===== src/rtl/pwr_watch_pkg.sv =====
package pwr_watch_pkg;

  typedef enum logic [2:0] {
    PM_HIGH   = 3'd0,
    PM_MED    = 3'd1,
    PM_SUB    = 3'd2,
    PM_WATCH  = 3'd3,
    PM_HWSTBY = 3'd4
  } pmode_e;

  // settling length in clocks for a given select code
  function automatic logic [31:0] settle_len(input int unsigned base, input logic [2:0] sel);
    return 32'd1 << (base + 32'(sel));
  endfunction

  // modes in which the CPU may execute
  function automatic logic mode_runs(input pmode_e m);
    return (m == PM_HIGH) || (m == PM_MED) || (m == PM_SUB);
  endfunction

  // modes from which a sleep strobe may enter watch
  function automatic logic entry_mode(input pmode_e m);
    return (m == PM_HIGH) || (m == PM_SUB);
  endfunction

endpackage


===== src/rtl/pwr_wake_qual.sv =====
module pwr_wake_qual #(
  parameter int IRQ_N = 8
) (
  input  logic [IRQ_N-1:0] irq_i,
  input  logic [IRQ_N-1:0] irq_en_i,
  input  logic             cpu_mask_i,
  input  logic             nmi_i,
  input  logic             wdt_ovf_i,
  input  logic             wdt_ovf_en_i,
  output logic             wake_o
);

  logic [IRQ_N-1:0] line_hit;

  genvar k;
  generate
    for (k = 0; k < IRQ_N; k++) begin : g_line
      assign line_hit[k] = irq_i[k] & irq_en_i[k] & ~cpu_mask_i;
    end
  endgenerate

  logic wdt_hit;
  assign wdt_hit = wdt_ovf_i & wdt_ovf_en_i & ~cpu_mask_i;
  assign wake_o  = (|line_hit) | wdt_hit | nmi_i;

endmodule


===== src/rtl/pwr_settle_timer.sv =====
module pwr_settle_timer
  import pwr_watch_pkg::*;
#(
  parameter int STAB_BASE = 7
) (
  input  logic       clk,
  input  logic       rst_n,
  input  logic       abort_i,
  input  logic       load_i,
  input  logic [2:0] sel_i,
  output logic       busy_o,
  output logic       done_o
);

  localparam int CW = STAB_BASE + 9;

  logic [CW-1:0] cnt_q;
  logic          busy_q;
  logic          done_q;
  logic [31:0]   len_full;

  assign len_full = settle_len(unsigned'(STAB_BASE), sel_i);

  always_ff @(posedge clk or negedge rst_n) begin
    if (!rst_n) begin
      cnt_q  <= '0;
      busy_q <= 1'b0;
      done_q <= 1'b0;
    end else if (abort_i) begin
      cnt_q  <= '0;
      busy_q <= 1'b0;
      done_q <= 1'b0;
    end else if (load_i) begin
      cnt_q  <= len_full[CW-1:0];
      busy_q <= 1'b1;
      done_q <= 1'b0;
    end else if (busy_q) begin
      cnt_q  <= cnt_q - 1'b1;
      if (cnt_q == CW'(1)) begin
        busy_q <= 1'b0;
        done_q <= 1'b1;
      end else begin
        done_q <= 1'b0;
      end
    end else begin
      done_q <= 1'b0;
    end
  end

  assign busy_o = busy_q;
  assign done_o = done_q;

endmodule


===== src/rtl/pwr_mode_seq.sv =====
module pwr_mode_seq
  import pwr_watch_pkg::*;
(
  input  logic   clk,
  input  logic   rst_n,
  input  logic   pin_reset_i,
  input  logic   standby_n_i,
  input  logic   sleep_i,
  input  logic   stby_sel_i,
  input  logic   direct_xfer_i,
  input  logic   wdt_presel_i,
  input  logic   low_speed_i,
  input  logic   mid_speed_i,
  input  logic   wake_i,
  input  logic   settle_busy_i,
  output pmode_e mode_o,
  output logic   running_o,
  output logic   settle_load_o,
  output logic   sub_start_o,
  output logic   reject_o,
  output logic   sleep_take_o,
  output logic   wake_take_o
);

  pmode_e mode_q, mode_d;
  logic   sub_start_q, reject_q;
  logic   entry_ok, running;
  logic   load_d, sub_start_d, reject_d, sleep_take_d, wake_take_d;

  assign running  = mode_runs(mode_q) & ~settle_busy_i;
  assign entry_ok = entry_mode(mode_q) & stby_sel_i & ~direct_xfer_i & wdt_presel_i;

  always_comb begin
    mode_d       = mode_q;
    load_d       = 1'b0;
    sub_start_d  = 1'b0;
    reject_d     = 1'b0;
    sleep_take_d = 1'b0;
    wake_take_d  = 1'b0;
    if (pin_reset_i) begin
      mode_d = PM_HIGH;
    end else if (mode_q == PM_WATCH) begin
      if (!standby_n_i) begin
        mode_d = PM_HWSTBY;
      end else if (wake_i) begin
        wake_take_d = 1'b1;
        if (low_speed_i) begin
          mode_d      = PM_SUB;
          sub_start_d = 1'b1;
        end else begin
          mode_d = mid_speed_i ? PM_MED : PM_HIGH;
          load_d = 1'b1;
        end
      end
    end else if (sleep_i && running) begin
      if (entry_ok) begin
        mode_d       = PM_WATCH;
        sleep_take_d = 1'b1;
      end else begin
        reject_d = 1'b1;
      end
    end
  end

  always_ff @(posedge clk or negedge rst_n) begin
    if (!rst_n) begin
      mode_q      <= PM_HIGH;
      sub_start_q <= 1'b0;
      reject_q    <= 1'b0;
    end else begin
      mode_q      <= mode_d;
      sub_start_q <= sub_start_d;
      reject_q    <= reject_d;
    end
  end

  assign mode_o        = mode_q;
  assign running_o     = running;
  assign settle_load_o = load_d;
  assign sub_start_o   = sub_start_q;
  assign reject_o      = reject_q;
  assign sleep_take_o  = sleep_take_d;
  assign wake_take_o   = wake_take_d;

endmodule


===== src/rtl/pwr_watch_ctrl.sv =====
module pwr_watch_ctrl
  import pwr_watch_pkg::*;
#(
  parameter int IRQ_N     = 8,
  parameter int PERIPH_N  = 4,
  parameter int STAB_BASE = 7
) (
  input  logic                clk,
  input  logic                rst_n,
  input  logic                sleep_i,
  input  logic                stby_sel_i,
  input  logic                direct_xfer_i,
  input  logic                wdt_presel_i,
  input  logic                low_speed_i,
  input  logic                mid_speed_i,
  input  logic [2:0]          settle_sel_i,
  input  logic [IRQ_N-1:0]    irq_i,
  input  logic [IRQ_N-1:0]    irq_en_i,
  input  logic                cpu_mask_i,
  input  logic                nmi_i,
  input  logic                wdt_ovf_i,
  input  logic                wdt_ovf_en_i,
  input  logic                sys_rst_n_i,
  input  logic                man_rst_n_i,
  input  logic                standby_n_i,
  output logic [2:0]          mode_o,
  output logic                cpu_clk_en_o,
  output logic [PERIPH_N-1:0] periph_clk_en_o,
  output logic                wdt_clk_en_o,
  output logic                exc_start_o,
  output logic                sleep_reject_o
);

  // named internal events, visible to the bound checker
  logic   pin_reset;
  logic   wake_hit;
  logic   settle_busy;
  logic   settle_done;
  logic   settle_load;
  logic   sub_start;
  logic   running;
  logic   sleep_take;
  logic   wake_take;
  pmode_e mode;

  assign pin_reset = ~sys_rst_n_i | ~man_rst_n_i;

  pwr_wake_qual #(.IRQ_N(IRQ_N)) u_qual (
    .irq_i        (irq_i),
    .irq_en_i     (irq_en_i),
    .cpu_mask_i   (cpu_mask_i),
    .nmi_i        (nmi_i),
    .wdt_ovf_i    (wdt_ovf_i),
    .wdt_ovf_en_i (wdt_ovf_en_i),
    .wake_o       (wake_hit)
  );

  pwr_mode_seq u_seq (
    .clk           (clk),
    .rst_n         (rst_n),
    .pin_reset_i   (pin_reset),
    .standby_n_i   (standby_n_i),
    .sleep_i       (sleep_i),
    .stby_sel_i    (stby_sel_i),
    .direct_xfer_i (direct_xfer_i),
    .wdt_presel_i  (wdt_presel_i),
    .low_speed_i   (low_speed_i),
    .mid_speed_i   (mid_speed_i),
    .wake_i        (wake_hit),
    .settle_busy_i (settle_busy),
    .mode_o        (mode),
    .running_o     (running),
    .settle_load_o (settle_load),
    .sub_start_o   (sub_start),
    .reject_o      (sleep_reject_o),
    .sleep_take_o  (sleep_take),
    .wake_take_o   (wake_take)
  );

  pwr_settle_timer #(.STAB_BASE(STAB_BASE)) u_timer (
    .clk     (clk),
    .rst_n   (rst_n),
    .abort_i (pin_reset),
    .load_i  (settle_load),
    .sel_i   (settle_sel_i),
    .busy_o  (settle_busy),
    .done_o  (settle_done)
  );

  assign mode_o          = mode;
  assign cpu_clk_en_o    = running;
  assign periph_clk_en_o = {PERIPH_N{running}};
  assign wdt_clk_en_o    = (mode != PM_HWSTBY);
  assign exc_start_o     = settle_done | sub_start;

endmodule


===== config.mk =====
export PLATFORM = sky130hd
export DESIGN_NAME = pwr_watch_ctrl
export DESIGN_NICKNAME = d
export VERILOG_FILES = /design/src/rtl/pwr_watch_pkg.sv /design/src/rtl/pwr_wake_qual.sv /design/src/rtl/pwr_settle_timer.sv /design/src/rtl/pwr_mode_seq.sv /design/src/rtl/pwr_watch_ctrl.sv
export SDC_FILE = /design/constraint.sdc
export NUM_CORES = 1
export LEC_CHECK = 0
export BUFFER_PORTS_ARGS = -buffer_cell sky130_fd_sc_hd__buf_4
export CORE_MARGIN = 2
export CORE_UTILIZATION = 47
export DETAILED_ROUTE_END_ITERATION = 10
export GPL_TIMING_DRIVEN = 0
export PLACE_DENSITY = 0.75
export SLEW_MARGIN = 20
export SYNTH_ARGS = -nofsm -noshare
export SYNTH_HDL_FRONTEND = slang
export SYNTH_HIERARCHICAL = 1
export SYNTH_SLANG_ARGS = --single-unit

===== constraint.sdc =====
create_clock -name clk -period 3.15 [get_ports clk]
set_clock_uncertainty 0.05 [all_clocks]
set_input_delay 0.315 -clock clk [delete_from_list [all_inputs] [get_ports clk]]
set_output_delay 0.315 -clock clk [all_outputs]
set_load 0.02 [all_outputs]

==> run summary <==
nature of the critical path endpoint: flop
# Max-Cap Violations: 0
most frequent cells in the layout: buf_4, dfrtp_1, a21oi_1, nor2_1, xnor2_1
fill count: 247
GRT Total Usage: 0.193
Initial Utilization: 0.492
clock latency on the worst-skew pair: 0.31 ns
clk buf depth: 2
drt first-iter violations: 34
hold crit path type: in -> reg
die height: 57.7 microns
CTS buffer count: 3
clock share of power: 0.256
Place WS: 0.172 ns
first-pass GRT wire length: 5100 microns
CP Launch Type: flop
Ports: 45
ANT cells: 0
Final Setup Violations: 0
YS warnings: 6
Via density: 5.60
post-CTS sizing: 0
sw frac: 0.242
TNS Setup: 0 ns
global route overflow: 0
clock root buffer: clkbuf_4
Worst VDD drop: 0.237 mV
Total Wirelength: 3020 microns
commonest non-fill, non-tap cell in the layout: buf_4
number of global-route vias before repair: 1255
max_slew headroom: 0.563
largest net degree at the start of global routing: 24
DRC viols: 0
CP Class: reg -> reg
fin crit share: 0.881
worst endpoint data arrival time: 2.90 ns
syn_nets: 177
Die Wd: 57.7 microns
P_int: 0.397 mW
P_sw: 0.126 mW
via count: 1238
DRT Pass-1 Iters: 4
fraction of layout cells with a size suffix above 1: 0.332
Max H-tree Level: 1
CP bufs+invs: 2
Cells after Synth: 141
critical path's top delay family: buffers and inverters
Tmin final: 2.77 ns
Flop pwr share: 0.576
max incr delay on CP: 0.66 ns
Final Hold Viols: 0
Max Fanout on Critical Path: 10
Area Growth Syn to Fin: 29.9%
drt wl/cell: 13.7 microns
CP Cell Sequence: and3b_2 -> and3_1 -> nor2b_1 -> or2_2 -> dlygate4sd3_1 -> clkbuf_1 -> o22ai_1
data required time of the worst path: 3.28 ns
I/O Buffers: 44
slowest cell on the critical path: dlygate4sd3_1
Final Slew Violations: 0
RSZ-0062 raised after global routing: no
Layout Nets: 227
Synth Area per Inst: 9.62 sq um
power per cell area: 297 nW/um^2
combinational power share: 0.167
Placer Congestion: 0.758
hold buffer count at cts: 1
Post-CTS Setup Repair Bufs: 0
worst-margin pin slew: 0.652 ns
post-DP HPWL: 2380 microns
Sink Count: 23
initial antenna violation count: 0
CTS tree: yes
status: complete, no violations
Clock transition at path regs: 0.12 ns
Rows: 19
cell area after synthesis: 1360 sq um
placeable core area: 2760 sq um
ANT nets after route: 0
setup ws final: 0.376 ns
static leakage: 0.814 nW
full die area: 3330 sq um
fmax: 361 MHz
[path summary, 6_finish.rpt]
check / startpoint / endpoint / slack (ns) / cells past startpoint
setup reg to reg: u_seq/mode_o[2] / u_timer/cnt_q[9] / 0.38 / 7
hold reg to reg: u_timer/cnt_q[5] / u_timer/cnt_q[5] / 0.53 / 2
setup / recovery: u_seq/mode_o[2] / u_timer/cnt_q[9] / 0.38 / 7
min in group asynchronous: rst_n / u_timer/cnt_q[0] / 0.37 / 2
hold / removal: settle_sel_i[0] / u_timer/cnt_q[7] / 0.18 / 2
max in group asynchronous: rst_n / u_timer/cnt_q[15] / 2.46 / 2
[area by class of cell]
class                           instances  area, sq um  area share
Sequential cell                        23          576       0.327
Inverter                                7         26.3      0.0149
Buffer                                  9         56.3      0.0320
Multi-Input combinational cell        102          698       0.396
Clock buffer                            4         26.3      0.0149
Timing Repair Buffer                   45          340       0.193
Tap cell                               31         38.8      0.0220
[power by group through the flow]
stage / Combinational [mW] / Sequential [mW] / Clock [mW]
after global routing: 0.0952 / 0.302 / 0.146
after global placement: 0.0851 / 0.307 / 0
after CTS: 0.0885 / 0.301 / 0.135
after detailed placement: 0.0872 / 0.307 / 0
after floorplan: 0.0302 / 0.309 / 0
final: 0.0875 / 0.301 / 0.134
[routing by layer]
| layer | wire [microns] | part of all wire | track usage |
|---|---|---|---|
| met1 | 1370 | 0.45 | 0.264 |
| met2 | 1450 | 0.48 | 0.323 |
| met3 | 167 | 0.055 | 0.0268 |
| met4 | 29 | 0.0096 | 0.0498 |
| met5 | 0 | 0 | 0 |
[flip-flops by register name, indices dropped and copies added (netlist names)]
name and count:
u_timer/busy_o 1, u_timer/done_o 1, u_seq/mode_o 3, u_timer/cnt_q 16, u_seq/sub_start_o 1, u_seq/reject_o 1
[metrics by stage]
step	hold slack (ns)	utilization	area [sq um]	total power, mW	std cells
global placement	0.169	0.626	1730	0.392	216
detailed placement	0.171	0.626	1730	0.394	216
floorplan	-0.0306	-	1360	0.340	141
global route	0.176	0.639	1760	0.544	221
finish	0.178	0.639	1760	0.523	221
CTS	0.175	0.639	1760	0.525	221
Note: power is estimated with default switching activity, not from simulation.
